## config.mk

```make
export PLATFORM = sky130hd
export DESIGN_NAME = synth_div
export DESIGN_NICKNAME = d
export VERILOG_FILES = /design/src/rtl/synth_div_pkg.sv /design/src/rtl/synth_div_counter.sv /design/src/rtl/synth_div_path.sv /design/src/rtl/synth_div_ctrl.sv /design/src/rtl/synth_div.sv
export SDC_FILE = /design/constraint.sdc
export NUM_CORES = 1
export LEC_CHECK = 0
export BUFFER_PORTS_ARGS = -buffer_cell sky130_fd_sc_hd__buf_2
export CAP_MARGIN = 5
export CORE_MARGIN = 2
export CORE_UTILIZATION = 64
export CTS_BUF_LIST = sky130_fd_sc_hd__clkbuf_16
export CTS_CLUSTER_SIZE = 24
export DETAILED_ROUTE_END_ITERATION = 8
export PLACE_DENSITY = 0.85
export SYNTH_ARGS = -nofsm -noshare
export SYNTH_HDL_FRONTEND = slang
export SYNTH_SLANG_ARGS = --single-unit
```

## constraint.sdc

```tcl
create_clock -name clk -period 6.4 [get_ports clk]
set_input_delay 0.64 -clock clk [delete_from_list [all_inputs] [get_ports clk]]
set_output_delay 0.64 -clock clk [all_outputs]
set_load 0.02 [all_outputs]
```

## src/rtl/synth_div_pkg.sv

```systemverilog
package synth_div_pkg;
  localparam int NCH  = 2;
  localparam int CH_N = 0;
  localparam int CH_R = 1;

  typedef struct packed {
    logic [NCH-1:0] tick;
    logic [NCH-1:0] reload;
  } ctrlStrobes_t;
endpackage

```

## src/rtl/synth_div_counter.sv

```systemverilog
module synth_div_counter #(
  parameter int W = 16
) (
  input  logic         clk,
  input  logic         rstN,
  input  logic         tick,
  input  logic         reload,
  input  logic [W-1:0] ratioIn,
  output logic         pulse
);
  localparam logic [W-1:0] MIN_RATIO = W'(2);
  localparam logic [W-1:0] ONE       = W'(1);

  logic [W-1:0] cnt;
  logic [W-1:0] act;
  logic [W-1:0] ratioSafe;
  logic         atEnd;

  always_comb begin
    ratioSafe = (ratioIn < MIN_RATIO) ? MIN_RATIO : ratioIn;
    atEnd     = (cnt == act - ONE);
  end

  always_ff @(posedge clk or negedge rstN) begin
    if (!rstN) begin
      cnt   <= '0;
      act   <= MIN_RATIO;
      pulse <= 1'b0;
    end else if (reload) begin
      cnt   <= '0;
      act   <= ratioSafe;
      pulse <= 1'b0;
    end else if (tick) begin
      if (atEnd) begin
        cnt   <= '0;
        act   <= ratioSafe;
        pulse <= 1'b1;
      end else begin
        cnt   <= cnt + ONE;
        pulse <= 1'b0;
      end
    end else begin
      pulse <= 1'b0;
    end
  end

  // the count never reaches the active ratio
  a_r7_cnt_in_range: assert property (@(posedge clk) disable iff (!rstN)
    cnt < act);
  // the active ratio changes only at a tick or a reload
  a_r8_ratio_held: assert property (@(posedge clk) disable iff (!rstN)
    (!tick && !reload) |=> $stable(act));
  // a pulse lasts one cycle
  a_r10_single_pulse: assert property (@(posedge clk) disable iff (!rstN)
    pulse |=> !pulse);
  // a reload leaves the counter at zero with no pulse
  a_r9_reload_clears: assert property (@(posedge clk) disable iff (!rstN)
    reload |=> (cnt == '0 && !pulse));
endmodule

```

## src/rtl/synth_div_path.sv

```systemverilog
module synth_div_path
  import synth_div_pkg::*;
#(
  parameter int W = 16
) (
  input  logic         clk,
  input  logic         rstN,
  input  ctrlStrobes_t strobes,
  input  logic [W-1:0] nRatio,
  input  logic [W-1:0] rRatio,
  output logic         nPulse,
  output logic         rPulse
);
  logic [W-1:0] ratioArr [NCH];
  logic [NCH-1:0] pulseArr;

  always_comb begin
    ratioArr[CH_N] = nRatio;
    ratioArr[CH_R] = rRatio;
  end

  for (genvar ch = 0; ch < NCH; ch++) begin : g_chan
    synth_div_counter #(.W(W)) u_cnt (
      .clk    (clk),
      .rstN   (rstN),
      .tick   (strobes.tick[ch]),
      .reload (strobes.reload[ch]),
      .ratioIn(ratioArr[ch]),
      .pulse  (pulseArr[ch])
    );
  end

  assign nPulse = pulseArr[CH_N];
  assign rPulse = pulseArr[CH_R];
endmodule

```

## src/rtl/synth_div_ctrl.sv

```systemverilog
module synth_div_ctrl
  import synth_div_pkg::*;
(
  input  logic         clk,
  input  logic         rstN,
  input  logic         amTick,
  input  logic         fmTick,
  input  logic         refTick,
  input  logic         bandFm,
  output ctrlStrobes_t strobes
);
  logic initDone;
  logic bandQ;
  logic pre;
  logic bandChange;
  logic bandTick;

  always_comb begin
    bandChange = initDone && (bandFm != bandQ);
    bandTick   = bandQ ? (fmTick && pre) : amTick;
    strobes.reload[CH_N] = !initDone || bandChange;
    strobes.reload[CH_R] = !initDone;
    strobes.tick[CH_N]   = initDone && !bandChange && bandTick;
    strobes.tick[CH_R]   = initDone && refTick;
  end

  always_ff @(posedge clk or negedge rstN) begin
    if (!rstN) begin
      initDone <= 1'b0;
      bandQ    <= 1'b0;
      pre      <= 1'b0;
    end else begin
      initDone <= 1'b1;
      if (!initDone || bandChange) begin
        bandQ <= bandFm;
        pre   <= 1'b0;
      end else if (bandQ && fmTick) begin
        pre <= ~pre;
      end
    end
  end

  // a band change clears the prescaler
  a_r9_pre_cleared: assert property (@(posedge clk) disable iff (!rstN)
    (initDone && bandFm != bandQ) |=> !pre);
  // with the high band in use, no N tick comes without an FM tick
  a_r4_no_stray_tick: assert property (@(posedge clk) disable iff (!rstN)
    (initDone && bandQ && !fmTick) |-> !strobes.tick[CH_N]);
  // every FM tick steps the prescaler while the band holds
  a_r3_pre_toggles: assert property (@(posedge clk) disable iff (!rstN)
    (initDone && bandQ && bandFm && fmTick) |=> (pre != $past(pre)));
endmodule

```

## src/rtl/synth_div.sv

```systemverilog
module synth_div
  import synth_div_pkg::*;
#(
  parameter int W = 16
) (
  input  logic         clk,
  input  logic         rstN,
  input  logic         amTick,
  input  logic         fmTick,
  input  logic         refTick,
  input  logic         bandFm,
  input  logic [W-1:0] nRatio,
  input  logic [W-1:0] rRatio,
  output logic         nPulse,
  output logic         rPulse
);
  ctrlStrobes_t strobes;

  synth_div_ctrl u_ctrl (
    .clk    (clk),
    .rstN   (rstN),
    .amTick (amTick),
    .fmTick (fmTick),
    .refTick(refTick),
    .bandFm (bandFm),
    .strobes(strobes)
  );

  synth_div_path #(.W(W)) u_path (
    .clk    (clk),
    .rstN   (rstN),
    .strobes(strobes),
    .nRatio (nRatio),
    .rRatio (rRatio),
    .nPulse (nPulse),
    .rPulse (rPulse)
  );
endmodule

```

### Word level (Yosys, flattened, before mapping)

Index checks and enable logic that the tools add are counted.

| word-level totals | value |
|---|---|
| bits in latches | 0 |
| ROM bits | 0 |
| bits of input ports | 38 |
| register bits after elaboration | 69 |
| output and inout bits | 2 |
| bits in writable memories | 0 |
| word-level logic and storage cells | 58 |
| memories kept | 0 |

| operators by class | value |
|---|---|
| reduce and logical (&&, ||, !) cells | 14 |
| order comparisons | 2 |
| equal/unequal tests | 5 |
| $add $sub $neg | 4 |
| bitwise logic cells | 1 |
| muxes and demuxes | 23 |
| multipliers | 0 |
| shift-type cells | 0 |
| divide/modulo/power cells | 0 |

Operators by type and width:

| operator | number |
|---|---|
| 16-bit two-way mux | 14 |
| 16-bit by 1-bit adder with 16-bit output (second input constant) | 2 |
| 16-bit == test | 2 |
| 16-bit by 2-bit less-than comparator with 1-bit output (second input constant) | 2 |
| 16-bit by 1-bit subtractor with 16-bit output (second input constant) | 2 |
| 1-bit two-way mux | 9 |
| 1-bit logical AND | 6 |
| 2-bit nonzero test | 3 |
| 2-bit by 1-bit inequality test with 1-bit output (second input constant) | 2 |
| 2-bit AND reduction | 2 |
| 1-bit logical NOT | 2 |
| 1-bit logical OR | 1 |
| 1-bit inequality test | 1 |
| 1-bit NOT | 1 |

### Depth between registers and ports, before layout

| depth | value |
|---|---|
| word-level depth | 7 |
| gate-level depth with buffers | 12 |
| mapped depth without buffers | 9 |

### Modules after synthesis

From an unflattened synthesis, not the netlist that was laid out.

| unflattened totals | value |
|---|---|
| cell total of the unflattened synthesis | 450 |
| area total of the unflattened synthesis | 4504.3 sq um |

By module, submodules not included:

| module | cells an instance | area each (sq um) | times used | sequential area each (sq um) |
|---|---|---|---|---|
| synth_div_counter | 217 | 2173.3 | 2 | 827.0 |
| synth_div_ctrl | 16 | 157.7 | 1 | 75.1 |

### Least setup slack after synthesis

Ideal clock, no wire load.

| timing path | value |
|---|---|
| kind | register -> register |
| start point | register u_path.g_chan[0].u_cnt.act[3] |
| end point | register u_path.g_chan[0].u_cnt.act[10] |
| slack | 3.597 ns |
| data arrival time | 2.678 ns |
| period minus slack after synthesis | 2.803 ns |
| required time | 6.275 ns |
| setup time | 0.125 ns |
| buffers on the path | 3 |
| cell stages (with the launch flop) | 11 |
| path through | dfrtp_1 > buf_6 > nor4_4 > nand2_2 > or4b_1 > a221oi_2 > o2111ai_2 > o21bai_2 > buf_6 > buf_12 > mux2_4 |

| on the way | value |
|---|---|
| longest elaborated chain between the ends | 4 |

Ends and longest elaborated chain:

| what | RTL line | source |
|---|---|---|
| start, declared | synth_div_counter.sv:15 | `logic [W-1:0] act;` |
| start signal, assigned | synth_div_counter.sv:31 | `act <= ratioSafe;` |
| start signal, assigned | synth_div_counter.sv:36 | `act <= ratioSafe;` |
| 16-bit by 1-bit subtractor with 16-bit output | synth_div_counter.sv:21 | `atEnd = (cnt == act - ONE);` |
| 16-bit == test | synth_div_counter.sv:21 |  |
| 2-bit nonzero test (no source line) | -- |  |
| 2-bit AND reduction (no source line) | -- |  |

Every way passes these cells.
A chain may end at the register's enable or synchronous reset.

### Worst setup path in the final report

| timing path | value |
|---|---|
| start point | register u_path.g_chan[0].u_cnt.act[10] |
| end point | register u_path.g_chan[0].u_cnt.act[7] |

The elaborated chain is that of the path after synthesis.

==> qor.yml <==
synth_edf_count: 0
synth_top_flop_cell: "dfrtp_1"
yosysTopAreaCell: "dfrtp_1"
max-cap-violations: 0
ir_worst_vdd_mv: 0.249
critical_path.max_stage_delay_ns: 0.77
cts_buffers: 9
initial_utilization: 0.660
clock.fmax_ghz: 0.269
worst_hold_startpoint: "bandFm"
signed_area_change_from_the_synthesized_netlist_to_the_final_layout_pct: 12.1
routed_wirelength_microns: 9070
tritoncts_clock_tree: "yes"
cts_hold_buf: 0
finalHoldViolCount: 0
path_cells: "nor3_1 -> nand2_1 -> or4b_1 -> a221oi_2 -> o2111ai_2 -> o21bai_2 -> buf_4 -> mux2_2"
cp.arrival_ns: 3.92
detail_route.wl_per_cell_microns: 17.0
total_of_flip_flops_plus_latches_after_synthesis: 69
most-common-layout-cells: "dfrtp_1, nor2_1, buf_2, xor2_1, nand2_1"
numPortBuffers: 39
track_usage: 0.267
finalCoreUtilization: 0.740
most_common_cell_after_layout_fill_and_taps_aside: "dfrtp_1"
grt_start_max_net_pins: 70
setup-tns-final_ns: 0
critical_path_buf_inv_count: 1
cp-start-kind: "register"
clk_latency_ns: 0.33
post_route_cells_drive_above_1_share: 0.218
clock_transition_at_the_registers_of_the_reported_paths_ns: 0.05
clockRootBuffer: "clkbuf_16"
worst_hold_slack_ns: 0.478
vias: 3330
routed_via_density: 6.22
routabilityCongestion: 0.829
dr.pass1.iters: 5
io_pins: 40
setup_viol: 0
fin_total_pwr_mw: 1.11
max_slew_margin: 0.422
timing_max_transition_violations_final: 0
finalCriticalPeriod_ns: 3.71
criticalPathCategory: "reg2reg"
unrepaired_setup_endpoints_after_global_routing: "false"
grt_overflow: 0
design.die.area_sq_um: 7210
route.detailed.drc: 0
critical_path.top_delay_family: "compound AO/OA/AOI/OAI gates"
status: "finished clean"
synth_top_cells_by_area: "dfrtp_1, xor2_1, xnor2_1, mux2_2, nor2_1"
worst-endpoint-required_ns: 6.61
fp.dieW_microns: 84.9
post_cts_resize_count: 0
cts_setup_buffers: 0
hold_path.class: "in2reg"
yosysWarnings: 0
number_of_antenna_violations_at_the_first_check_in_global_routing: 0
floorplan_row_count: 29
skew_ns: 0.00559
fp.coreArea_sq_um: 6350
detailed_placer_s_ending_hpwl_microns: 6520
syn-cell-area_sq_um: 4190
drt_first_iter_violations: 233
finalCritPeriodShare: 0.580
power_leakage_nw: 1.95
insertedDiodeCount: 0
cp-startpoint: "u_path.g_chan[0].u_cnt.act[10]"
buffer_levels_on_the_longest_clock_path: 2
final_antenna_net_count: 0
endpoint_kind: "register"
cts_htree_levels: 3
critical-path-slowest-cell: "o21bai_2"
yosysUniqueCellTypes: 58
worstReg2RegStart: "u_path.g_chan[0].u_cnt.act[10]"
cts.sink_count: 69
vias_in_the_first_global_route: 3333
cp_max_fo: 15
grt_first_pass_wirelength_microns: 15300
worst_slew_pin_slew_ns: 0.866
postSynth.asyncResetShare: 1.00
ys_seq_area_frac: 0.413
synth.net_count: 459
power.density_nw_per_um2: 236
synth.top_cell.area_share: 0.400
die_h_microns: 84.9
net_total_in_the_final_layout: 495
synth_area_per_cell_sq_um: 10.0
netlist_instances: 417
-- cell type report --
type                       count  area (sq um)
timing repair buffer          42           218
multi-input combinational    324          2330
sequential                    69          1730
clock inverter                 7          67.6
inverter                       7          26.3
tap                           77          96.3
fill                         423          1650
clock buffer                   9           225
-- kinds of logic after synthesis --
family	Yosys count	share of synthesized area
multiplexers	38	0.105
buffers and inverters	24	0.0317
flip-flops	69	0.413
AO/OA/AOI/OAI	44	0.0780
other	1	0.000895
XOR/XNOR	62	0.130
AND/OR/NAND/NOR	175	0.230
adder cells (fa/ha/maj)	4	0.0120
-- registers in the layout (all words and copies together) (netlist names) --
signal and count:
u_path.g_chan.u_cnt.act 32, u_ctrl.bandQ 1, u_path.g_chan.u_cnt.cnt 32, u_ctrl.pre 1, u_ctrl.initDone 1, u_path.g_chan.u_cnt.pulse 2
-- synth_stat cells (all sizes together) (10+ instances only) --
| master | n |
|---|---|
| nor3 | 17 |
| nand2 | 32 |
| mux2 | 29 |
| nor4 | 11 |
| nand4 | 16 |
| xor2 | 32 |
| o21ai | 10 |
| dfrtp | 67 |
| nor2 | 40 |
| nand3 | 14 |
| xnor2 | 30 |
| clkbuf | 10 |
-- metal layers --
| metal | global-route usage | up-vias | wire, microns |
|---|---|---|---|
| li1 | - | 1576 | - |
| met1 | 0.328 | 1605 | 3700 |
| met2 | 0.449 | 120 | 4580 |
| met3 | 0.0554 | 29 | 481 |
| met4 | 0.131 | 0 | 308 |
| met5 | 0 | - | 0 |
-- final timing paths --
path                                            endpoint  slack (ns)  depth (start not counted)
max in group asynchronous  u_path.g_chan[1].u_cnt.cnt[7]        5.34                          2
hold reg to reg            u_path.g_chan[1].u_cnt.act[1]        0.51                          2
min in group asynchronous                     u_ctrl.pre        0.50                          2
setup reg to reg           u_path.g_chan[0].u_cnt.act[7]        2.69                          8
hold / removal                              u_ctrl.bandQ        0.48                          1
setup / recovery           u_path.g_chan[0].u_cnt.act[7]        2.69                          8
-- stage by stage --
step | setup slack, ns | std cells | instance area, sq um
2_1_floorplan | 3.60 | 417 | 4190
3_3_place_gp | 2.82 | 519 | 4400
3_5_place_dp | 2.73 | 519 | 4400
4_1_cts | 2.71 | 535 | 4700
5_1_grt | 2.48 | 535 | 4700
6_report | 2.69 | 535 | 4700
-- worst reg2reg max path: cells and delay by family, from the launching register on --
family | cells | cell delay [ns]
compound gates | 3 | 1.35
simple gates | 3 | 1.10
flops | 1 | 0.44
buf+inv | 1 | 0.36
mux | 1 | 0.36
-- report_power, final --
part / internal, mW / total (mW) / switching, mW
clock network: 0.299 / 0.481 / 0.182
logic: 0.0651 / 0.131 / 0.0663
registers: 0.459 / 0.495 / 0.0363
total: 0.823 / 1.11 / 0.285
Power figures use the tool's default switching activity.
